## src/rtl/acc_exec_pkg.sv

```systemverilog
package acc_exec_pkg;

  localparam int DATA_W  = 8;
  localparam int INSTR_W = 14;
  localparam int IDX_W   = $clog2(DATA_W);

  typedef enum logic [4:0] {
    ALU_NONE  = 5'd0,
    ALU_ADD,
    ALU_SUB,
    ALU_AND,
    ALU_IOR,
    ALU_XOR,
    ALU_COM,
    ALU_MOVX,
    ALU_PASSA,
    ALU_INC,
    ALU_DEC,
    ALU_RR,
    ALU_RL,
    ALU_SWAP,
    ALU_CLR,
    ALU_BSET,
    ALU_BCLR
  } alu_op_e;

  typedef struct packed {
    alu_op_e          op;
    logic             imm_src;
    logic             wr_acc;
    logic             wr_reg;
    logic             upd_c;
    logic             upd_dc;
    logic             upd_z;
    logic             skip_zero;
    logic             skip_bset;
    logic             skip_bclr;
    logic [IDX_W-1:0] bit_idx;
    logic             st_ret;
    logic             st_sleep;
    logic             st_wdt;
    logic             st_mode;
    logic             st_dir;
  } dec_t;

endpackage

```

## src/rtl/acc_exec_decode.sv

```systemverilog
module acc_exec_decode
  import acc_exec_pkg::*;
#(
  parameter int INSTR_W_P = INSTR_W
) (
  input  logic [INSTR_W_P-1:0] instr,
  output dec_t                 dec
);

  logic [1:0] cls;
  logic [3:0] rop;
  logic       dbit;
  logic [6:0] low7;
  logic [1:0] bop;

  assign cls  = instr[13:12];
  assign rop  = instr[11:8];
  assign dbit = instr[7];
  assign low7 = instr[6:0];
  assign bop  = instr[11:10];

  always_comb begin
    dec         = '0;
    dec.op      = ALU_NONE;
    dec.bit_idx = instr[9:7];
    unique case (cls)
      2'b01: begin
        unique case (rop)
          4'b0000: begin
            if (dbit) begin
              dec.op     = ALU_PASSA;
              dec.wr_reg = 1'b1;
            end else begin
              unique case (low7)
                7'd1: dec.st_wdt   = 1'b1;
                7'd2: dec.st_sleep = 1'b1;
                7'd3: begin
                  dec.op      = ALU_PASSA;
                  dec.st_mode = 1'b1;
                end
                7'd5, 7'd6, 7'd7: begin
                  dec.op     = ALU_PASSA;
                  dec.st_dir = 1'b1;
                end
                default: dec.op = ALU_NONE;
              endcase
            end
          end
          4'b0001: begin
            if (dbit) begin
              dec.op     = ALU_CLR;
              dec.wr_reg = 1'b1;
              dec.upd_z  = 1'b1;
            end else if (low7 == 7'd0) begin
              dec.op     = ALU_CLR;
              dec.wr_acc = 1'b1;
              dec.upd_z  = 1'b1;
            end
          end
          default: begin
            dec.wr_acc = ~dbit;
            dec.wr_reg = dbit;
            unique case (rop)
              4'b0010: begin dec.op = ALU_COM;  dec.upd_z = 1'b1; end
              4'b0011: begin dec.op = ALU_MOVX; dec.upd_z = 1'b1; end
              4'b0100: begin dec.op = ALU_AND;  dec.upd_z = 1'b1; end
              4'b0101: begin
                dec.op     = ALU_ADD;
                dec.upd_c  = 1'b1;
                dec.upd_dc = 1'b1;
                dec.upd_z  = 1'b1;
              end
              4'b0110: begin dec.op = ALU_DEC;  dec.upd_z = 1'b1; end
              4'b0111: begin dec.op = ALU_DEC;  dec.skip_zero = 1'b1; end
              4'b1000: begin dec.op = ALU_INC;  dec.upd_z = 1'b1; end
              4'b1001: begin dec.op = ALU_INC;  dec.skip_zero = 1'b1; end
              4'b1010: begin
                dec.op     = ALU_SUB;
                dec.upd_c  = 1'b1;
                dec.upd_dc = 1'b1;
                dec.upd_z  = 1'b1;
              end
              4'b1011: begin dec.op = ALU_XOR;  dec.upd_z = 1'b1; end
              4'b1100: begin dec.op = ALU_RR;   dec.upd_c = 1'b1; end
              4'b1101: begin dec.op = ALU_RL;   dec.upd_c = 1'b1; end
              4'b1110: begin dec.op = ALU_SWAP; end
              default: begin dec.op = ALU_IOR;  dec.upd_z = 1'b1; end
            endcase
          end
        endcase
      end
      2'b11: begin
        unique case (bop)
          2'b00: dec.skip_bset = 1'b1;
          2'b01: dec.skip_bclr = 1'b1;
          2'b10: begin dec.op = ALU_BSET; dec.wr_reg = 1'b1; end
          default: begin dec.op = ALU_BCLR; dec.wr_reg = 1'b1; end
        endcase
      end
      2'b00: begin
        dec.imm_src = 1'b1;
        unique case (rop)
          4'b1001: begin dec.op = ALU_AND;   dec.wr_acc = 1'b1; dec.upd_z = 1'b1; end
          4'b1000: begin dec.op = ALU_XOR;   dec.wr_acc = 1'b1; dec.upd_z = 1'b1; end
          4'b0011: begin dec.op = ALU_IOR;   dec.wr_acc = 1'b1; dec.upd_z = 1'b1; end
          4'b0001: begin dec.op = ALU_PASSA; dec.wr_acc = 1'b1; end
          4'b1100: begin dec.op = ALU_PASSA; dec.wr_acc = 1'b1; dec.st_ret = 1'b1; end
          default: dec.imm_src = 1'b0;
        endcase
      end
      default: dec.op = ALU_NONE;
    endcase
  end

endmodule

```

## src/rtl/acc_exec_alu.sv

```systemverilog
module acc_exec_alu
  import acc_exec_pkg::*;
#(
  parameter int W = DATA_W
) (
  input  alu_op_e                  op,
  input  logic [W-1:0]             x,
  input  logic [W-1:0]             a,
  input  logic                     cin,
  input  logic [$clog2(W)-1:0]     bit_idx,
  output logic [W-1:0]             res,
  output logic                     c,
  output logic                     dc,
  output logic                     bit_val
);

  localparam int H  = W / 2;
  localparam int IW = $clog2(W);

  logic [W-1:0] bmask;
  logic [W:0]   add_full, sub_full;
  logic [H:0]   lo_add, lo_sub;

  for (genvar i = 0; i < W; i++) begin : g_mask
    assign bmask[i] = (bit_idx == IW'(i));
  end

  assign add_full = {1'b0, x} + {1'b0, a};
  assign sub_full = {1'b0, x} + {1'b0, ~a} + {{W{1'b0}}, 1'b1};
  assign lo_add   = {1'b0, x[H-1:0]} + {1'b0, a[H-1:0]};
  assign lo_sub   = {1'b0, x[H-1:0]} + {1'b0, ~a[H-1:0]} + {{H{1'b0}}, 1'b1};
  assign bit_val  = |(x & bmask);

  always_comb begin
    res = '0;
    c   = 1'b0;
    dc  = 1'b0;
    unique case (op)
      ALU_ADD:   begin res = add_full[W-1:0]; c = add_full[W]; dc = lo_add[H]; end
      ALU_SUB:   begin res = sub_full[W-1:0]; c = sub_full[W]; dc = lo_sub[H]; end
      ALU_AND:   res = x & a;
      ALU_IOR:   res = x | a;
      ALU_XOR:   res = x ^ a;
      ALU_COM:   res = ~x;
      ALU_MOVX:  res = x;
      ALU_PASSA: res = a;
      ALU_INC:   res = x + W'(1);
      ALU_DEC:   res = x - W'(1);
      ALU_RR:    begin res = {cin, x[W-1:1]}; c = x[0]; end
      ALU_RL:    begin res = {x[W-2:0], cin}; c = x[W-1]; end
      ALU_SWAP:  res = {x[H-1:0], x[W-1:H]};
      ALU_BSET:  res = x | bmask;
      ALU_BCLR:  res = x & ~bmask;
      default:   res = '0;
    endcase
  end

endmodule

```

## src/rtl/acc_exec_unit.sv

```systemverilog
module acc_exec_unit
  import acc_exec_pkg::*;
#(
  parameter int DATA_W_P  = DATA_W,
  parameter int INSTR_W_P = INSTR_W
) (
  input  logic                 clk,
  input  logic                 rst,
  input  logic                 in_valid,
  input  logic [INSTR_W_P-1:0] instr,
  input  logic [DATA_W_P-1:0]  reg_val,
  input  logic [DATA_W_P-1:0]  acc_val,
  input  logic                 carry_in,
  output logic [DATA_W_P-1:0]  result,
  output logic                 acc_we,
  output logic                 reg_we,
  output logic                 c_out,
  output logic                 dc_out,
  output logic                 z_out,
  output logic                 c_we,
  output logic                 dc_we,
  output logic                 z_we,
  output logic                 skip_req,
  output logic                 ret_pulse,
  output logic                 sleep_pulse,
  output logic                 wdt_clr_pulse,
  output logic                 mode_ld_pulse,
  output logic                 dir_ld_pulse
);

  dec_t                dec;
  logic [DATA_W_P-1:0] x_opnd, a_opnd, alu_res;
  logic                alu_c, alu_dc, alu_bit, alu_zero;
  logic                keep_res, skip_nxt;

  acc_exec_decode #(.INSTR_W_P(INSTR_W_P)) u_dec (
    .instr (instr),
    .dec   (dec)
  );

  assign x_opnd = dec.imm_src ? acc_val : reg_val;
  assign a_opnd = dec.imm_src ? instr[DATA_W_P-1:0] : acc_val;

  acc_exec_alu #(.W(DATA_W_P)) u_alu (
    .op      (dec.op),
    .x       (x_opnd),
    .a       (a_opnd),
    .cin     (carry_in),
    .bit_idx (dec.bit_idx),
    .res     (alu_res),
    .c       (alu_c),
    .dc      (alu_dc),
    .bit_val (alu_bit)
  );

  assign alu_zero = (alu_res == '0);
  assign keep_res = dec.wr_acc | dec.wr_reg | dec.st_mode | dec.st_dir;
  assign skip_nxt = (dec.skip_zero & alu_zero) | (dec.skip_bset & alu_bit) |
                    (dec.skip_bclr & ~alu_bit);

  always_ff @(posedge clk) begin
    if (rst || !in_valid) begin
      result        <= '0;
      acc_we        <= 1'b0;
      reg_we        <= 1'b0;
      c_out         <= 1'b0;
      dc_out        <= 1'b0;
      z_out         <= 1'b0;
      c_we          <= 1'b0;
      dc_we         <= 1'b0;
      z_we          <= 1'b0;
      skip_req      <= 1'b0;
      ret_pulse     <= 1'b0;
      sleep_pulse   <= 1'b0;
      wdt_clr_pulse <= 1'b0;
      mode_ld_pulse <= 1'b0;
      dir_ld_pulse  <= 1'b0;
    end else begin
      result        <= keep_res ? alu_res : '0;
      acc_we        <= dec.wr_acc;
      reg_we        <= dec.wr_reg;
      c_out         <= dec.upd_c & alu_c;
      dc_out        <= dec.upd_dc & alu_dc;
      z_out         <= dec.upd_z & alu_zero;
      c_we          <= dec.upd_c;
      dc_we         <= dec.upd_dc;
      z_we          <= dec.upd_z;
      skip_req      <= skip_nxt;
      ret_pulse     <= dec.st_ret;
      sleep_pulse   <= dec.st_sleep;
      wdt_clr_pulse <= dec.st_wdt;
      mode_ld_pulse <= dec.st_mode;
      dir_ld_pulse  <= dec.st_dir;
    end
  end

  AST_ONE_DEST: assert property (@(posedge clk) disable iff (rst) !(acc_we && reg_we));
  AST_SUB_BORROW: assert property (@(posedge clk) disable iff (rst)
    (in_valid && instr[13:8] == 6'b011010) |=>
      (c_we && dc_we && (c_out == ($past(reg_val) >= $past(acc_val)))));
  AST_ADD_CARRY: assert property (@(posedge clk) disable iff (rst)
    (in_valid && instr[13:8] == 6'b010101) |=>
      (c_we && (c_out == ($past(reg_val) > ~$past(acc_val)))));
  AST_DC_ARITH_ONLY: assert property (@(posedge clk) disable iff (rst) dc_we |-> (c_we && z_we));
  AST_SKIP_NO_FLAGS: assert property (@(posedge clk) disable iff (rst) skip_req |-> !(c_we || dc_we || z_we));
  AST_IMM_TO_ACC: assert property (@(posedge clk) disable iff (rst)
    (in_valid && instr[13:12] == 2'b00) |=> !reg_we);
  AST_STROBE_ONEHOT: assert property (@(posedge clk) disable iff (rst)
    $onehot0({ret_pulse, sleep_pulse, wdt_clr_pulse, mode_ld_pulse, dir_ld_pulse}));
  AST_IDLE_QUIET: assert property (@(posedge clk) disable iff (rst)
    !in_valid |=> !(acc_we || reg_we || skip_req || c_we || dc_we || z_we));

endmodule

```

## config.mk

```make
export PLATFORM = sky130hd
export DESIGN_NAME = acc_exec_unit
export DESIGN_NICKNAME = d
export VERILOG_FILES = /design/src/rtl/acc_exec_pkg.sv /design/src/rtl/acc_exec_decode.sv /design/src/rtl/acc_exec_alu.sv /design/src/rtl/acc_exec_unit.sv
export SDC_FILE = /design/constraint.sdc
export NUM_CORES = 1
export LEC_CHECK = 0
export ABC_CLOCK_PERIOD_IN_PS = 7700
export BUFFER_PORTS_ARGS = -buffer_cell sky130_fd_sc_hd__buf_2
export CORE_ASPECT_RATIO = 1.25
export CORE_UTILIZATION = 45
export CTS_CLUSTER_SIZE = 14
export DETAILED_ROUTE_END_ITERATION = 10
export HOLD_SLACK_MARGIN = 0.08
export PLACE_DENSITY = 0.75
export SYNTH_ARGS = -nofsm -noshare
export SYNTH_HDL_FRONTEND = slang
export SYNTH_HIERARCHICAL = 1
export SYNTH_SLANG_ARGS = --single-unit
```

## constraint.sdc

```tcl
create_clock -name clk -period 7.7 [get_ports clk]
set_clock_uncertainty 0.2 [all_clocks]
set_input_delay 1.155 -clock clk [delete_from_list [all_inputs] [get_ports clk]]
set_output_delay 1.155 -clock clk [all_outputs]
set_load 0.05 [all_outputs]
```

# Word-level counts from Yosys, hierarchy flattened
# Cells that the tools add are included.
# word_totals
regBits	22
latchBits	0
mem_bits_rw	0
romBits	0
in_bits	34
out_inout_bits	22
wordCells	168
memories	0
# op_classes
addsub	8
mul	0
n_div	0
magnitude_cmp	0
n_eq_ne	46
shift	0
muxes	47
bitwise	27
n_reduce_logical	25
# op_table
operator	n
8-bit case mux with 15 select lines	1
4-bit case mux with 11 select lines	1
5-bit by 4-bit equality test with 1-bit output (second input constant)	7
4-bit equality test (second input constant)	7
8-bit bitwise AND	3
8-bit inverter	3
1-bit two-way mux	22
7-bit by 3-bit equality test with 1-bit output (second input constant)	3
5-bit by 3-bit equality test with 1-bit output (second input constant)	4
5-bit case mux with 2 select lines	2
8-bit by 8-bit adder with 9-bit output	2
2-bit OR reduction	9
4-bit by 3-bit equality test with 1-bit output (second input constant)	4
8-bit two-way mux	2
8-bit OR	2
4-bit case mux with 4 select lines	1
5-bit case mux with 3 select lines	1
7-bit by 2-bit equality test with 1-bit output (second input constant)	2
3-bit equality test (second input constant)	4
2-bit two-way mux	6
4-bit two-way mux	3
1-bit case mux with 2 select lines	6
4-bit OR reduction	3
4-bit by 4-bit adder with 5-bit output	2
31 further kinds	53

# Depth between registers and ports, before layout
# logic_depth
ltp_word	13
depth_mapped	21
mapped_depth_nobuf	17

# Modules after synthesis
# The synthesis kept the hierarchy.
# by_module_without_submodules
module	instances	cells_per_inst	area_per_inst_um2
acc_exec_alu	1	313	2070.7
acc_exec_unit	1	69	820.8
acc_exec_decode	1	96	585.6

# Least setup slack after synthesis
# OpenSTA, ideal clock, no wires.
# synth_timing
path_kind	input-to-reg
startpoint	input port instr[3]
endpoint	register skip_req
setup_ps	70
arrival_ps	5209
slack_ps	2221
cell_stages	17
path_buffers	1
cell_sequence	nor4_2 -> and4_1 -> a211oi_1 -> o21ai_0 -> buf_4 -> nand2_1 -> nor2_1 -> ha_1 -> and3_4 -> a2111oi_4 -> a21oi_2 -> xnor2_1 -> nor2_1 -> or4_1 -> nor4_1 -> nand3_1 -> a21boi_1
# synth_lines
item	line_no	rtl
from (decl)	acc_exec_unit.sv:10	input logic [INSTR_W_P-1:0] instr,
to (signal assigned)	acc_exec_unit.sv:88	skip_req <= skip_nxt;
to (decl)	acc_exec_unit.sv:23	output logic skip_req,

==> run metrics <==
crit path kind=in2reg; count of pins over their slew limit=0; hold buffer count at cts=0; worst vdd ir=0.000121 V; Critical Path Stages=17; router iterations before antenna repair=5; CP bufs+invs=1; die width=80.6 um; Synth area leaders=dfxtp_1, ha_1, a21oi_1; Leak Pwr=1.64 nW; critical path's largest stage delay=0.57 ns; fraction of layout cells with a size suffix above 1=17.3%; # Max-Cap Violations=0; syn_nets=537; post-synthesis cell count=478; worst hold path type=in2reg; Worst setup EP type=register; Area growth, synth to finish=9.21%; die area=8080 um2; status=complete, no violations; CP Data Arrival Time=6.12 ns; Starting Density=46.7%; Filler cells=746; worst hold margin=1.06 ns; GPL Wtd Cong=0.945; pin count of the biggest net entering global routing=35; CTS resizes=0; global route overflow=0; Final Hold Viols=0; WHS Path Cells=3; crit-path most repeated cell=nor2_1; CTS Buf Count=3; Critical Path RT=7.70 ns; syn avg cell area=7.27 um2; drt total wl=11.0 mm; final antenna-violating net count=0; Worst path top cell family by delay=simple AND/OR/NAND/NOR gates; Max clock buf depth=2; post-CTS setup buffers=0; number of I/O pins=56; RSZ-0062 raised after global routing=no; vias in the first global route=3,480; # H-tree levels=1; DRT iter0 DRCs=314; sequential share of the synthesized area=12.7%; Setup TNS=0 ns; routed len/inst=18.2 um; Period minus WS final=6.12 ns; Synth Flop Type=dfxtp_1; Post-synth EDFFs=0; DRC viols=0; CP max stage cell=nor2_1; Max Fclk=0.163 GHz; PortBufs=55; CTS root buf=clkbuf_8; total core area=7440 um2; setup slack after placement=1.41 ns; fraction of synthesized cell area taken by the top area cell type=12.7%; crit-path cells=buf_2, nor2b_1, and4_1, nor2_1, o22ai_1, or3_1, nor2_1, ha_1, and3_4, a2111oi_4, a21oi_2, xnor2_1, nor2_1, or4_1, nor4_1, nand3_1, a21boi_1; final worst slack=1.58 ns; GRT Overall Usage=27.1%; Final Net Count=569; # clock sinks=22; DR vias=3,885; slew margin rel.=42.2%; antenna fix cells=0; CP Max Fanout=34; wire length of the first global-routing pass=17.1 mm; area of the mapped netlist=3480 um2; clk slew on worst S/H paths=0.08 ns; Worst setup SP type=input port; Yosys reg bits=22; # rows=35; CTS tree=yes; post-synth top area cell=dfxtp_1; Vias/cell=6.46; DP HPWL=8.50 mm; yosys warns=6; initial antenna violation count=0; Netlist cell types=77; Pwr Density=122 nW/um2; period utilisation layout=79.5%; Least-Margin Pin Slew=0.861 ns; Setup Viol. Count Final=0; die height=100 um; Synth async-reset ratio=0%
## metrics by stage
step	cells	power (mW)	cell area (um2)	util, %
finish	601	0.462	3800	51.0
global route	601	0.486	3800	51.0
CTS	601	0.456	3800	51.0
detailed placement	597	0.349	3730	50.1
global placement	597	0.346	3730	50.1
floorplan	478	0.292	3480	-
## Yosys cell counts, types with 3 or more instances
cell type  instances
nor2_1            42
a21oi_1           33
nand2_1           29
o21ai_0           28
inv_1             25
dfxtp_1           22
ha_1              22
and2_1            20
o22ai_1           15
mux2_2            13
nor3_1            13
nand2b_1          12
and3_1            11
buf_2             11
clkbuf_1          11
a21o_1            10
nand3_1           10
nor2b_1            9
a22oi_1            8
a31oi_1            8
buf_4              8
xnor2_1            7
nor4_1             6
o2111ai_1          6
xor2_1             6
o31ai_1            5
a2111oi_0          4
a311oi_1           4
mux2i_1            4
nand3b_1           4
or3_1              4
a211oi_1           3
a221oi_1           3
a32oi_1            3
fa_1               3
mux2_1             3
nor3b_1            3
## sequential cells by signal (all words and copies together), names as in the netlist
register       count
acc_we             1
dir_ld_pulse       1
c_we               1
z_out              1
mode_ld_pulse      1
z_we               1
dc_out             1
ret_pulse          1
result             8
c_out              1
skip_req           1
wdt_clr_pulse      1
reg_we             1
sleep_pulse        1
dc_we              1
## worst min-delay path: stages
cell	delay (ns)
buf_2	0.14
nor4b_1	0.06
and2_1	0.13
## power breakdown
part           switching [mW]  leakage [nW]  internal, mW
combinational           0.151          1.42        0.0854
sequential           0.000616         0.178         0.116
clock                  0.0388        0.0357        0.0694
## cell usage in the layout (no fill, tap or decap), types with 5 or more instances in the layout
cell | Yosys | final
a21o_1 | 10 | 10
a21oi_1 | 33 | 33
a22oi_1 | 8 | 8
a31oi_1 | 8 | 8
and2_1 | 20 | 20
and3_1 | 11 | 11
buf_2 | 11 | 55
dfxtp_1 | 22 | 22
ha_1 | 22 | 22
inv_1 | 25 | 25
mux2_2 | 13 | 13
nand2_1 | 29 | 29
nand2b_1 | 12 | 12
nand3_1 | 10 | 10
nor2_1 | 42 | 42
nor2b_1 | 9 | 9
nor3_1 | 13 | 13
nor4_1 | 6 | 6
o2111ai_1 | 6 | 6
o21ai_0 | 28 | 28
o22ai_1 | 15 | 15
o31ai_1 | 5 | 5
xnor2_1 | 7 | 7
xor2_1 | 6 | 6
## routing by layer
metal / track usage, % / vias to the layer above / part of all wire, %
li1: - / 1843 / -
met1: 32.1 / 1756 / 38
met2: 46.6 / 234 / 48
met3: 3.91 / 52 / 8.2
met4: 14.4 / 0 / 5.4
met5: 0 / - / 0
## logic make-up (layout without fill, tap and decap cells)
kind of cell | count (synthesis) | count (layout) | share of synthesized area, %
xor gates and xnor gates | 13 | 13 | 3.27
AOI/OAI and AO/OA | 157 | 157 | 30.7
buffers and inverters | 57 | 88 | 7.63
and+or+nand+nor | 183 | 183 | 29.4
adders and majority gates | 26 | 26 | 9.93
muxes | 20 | 20 | 6.33
DFF | 22 | 22 | 12.7
## final timing paths
check	endpoint	start	slack, ns
worst min-delay path	sleep_pulse	instr[0]	1.06
worst max-delay path	skip_req	instr[9]	1.58
## area by class of cell
type                            instances  area, um2  area share, %
Clock inverter                          1       30.0          0.791
Inverter                               25       93.8           2.47
Timing Repair Buffer                   59        305           8.04
Clock buffer                            3       41.3           1.09
Tap cell                               92        115           3.03
Multi-Input combinational cell        399       2770           73.0
Sequential cell                        22        440           11.6
Power figures use the tool's default switching activity.
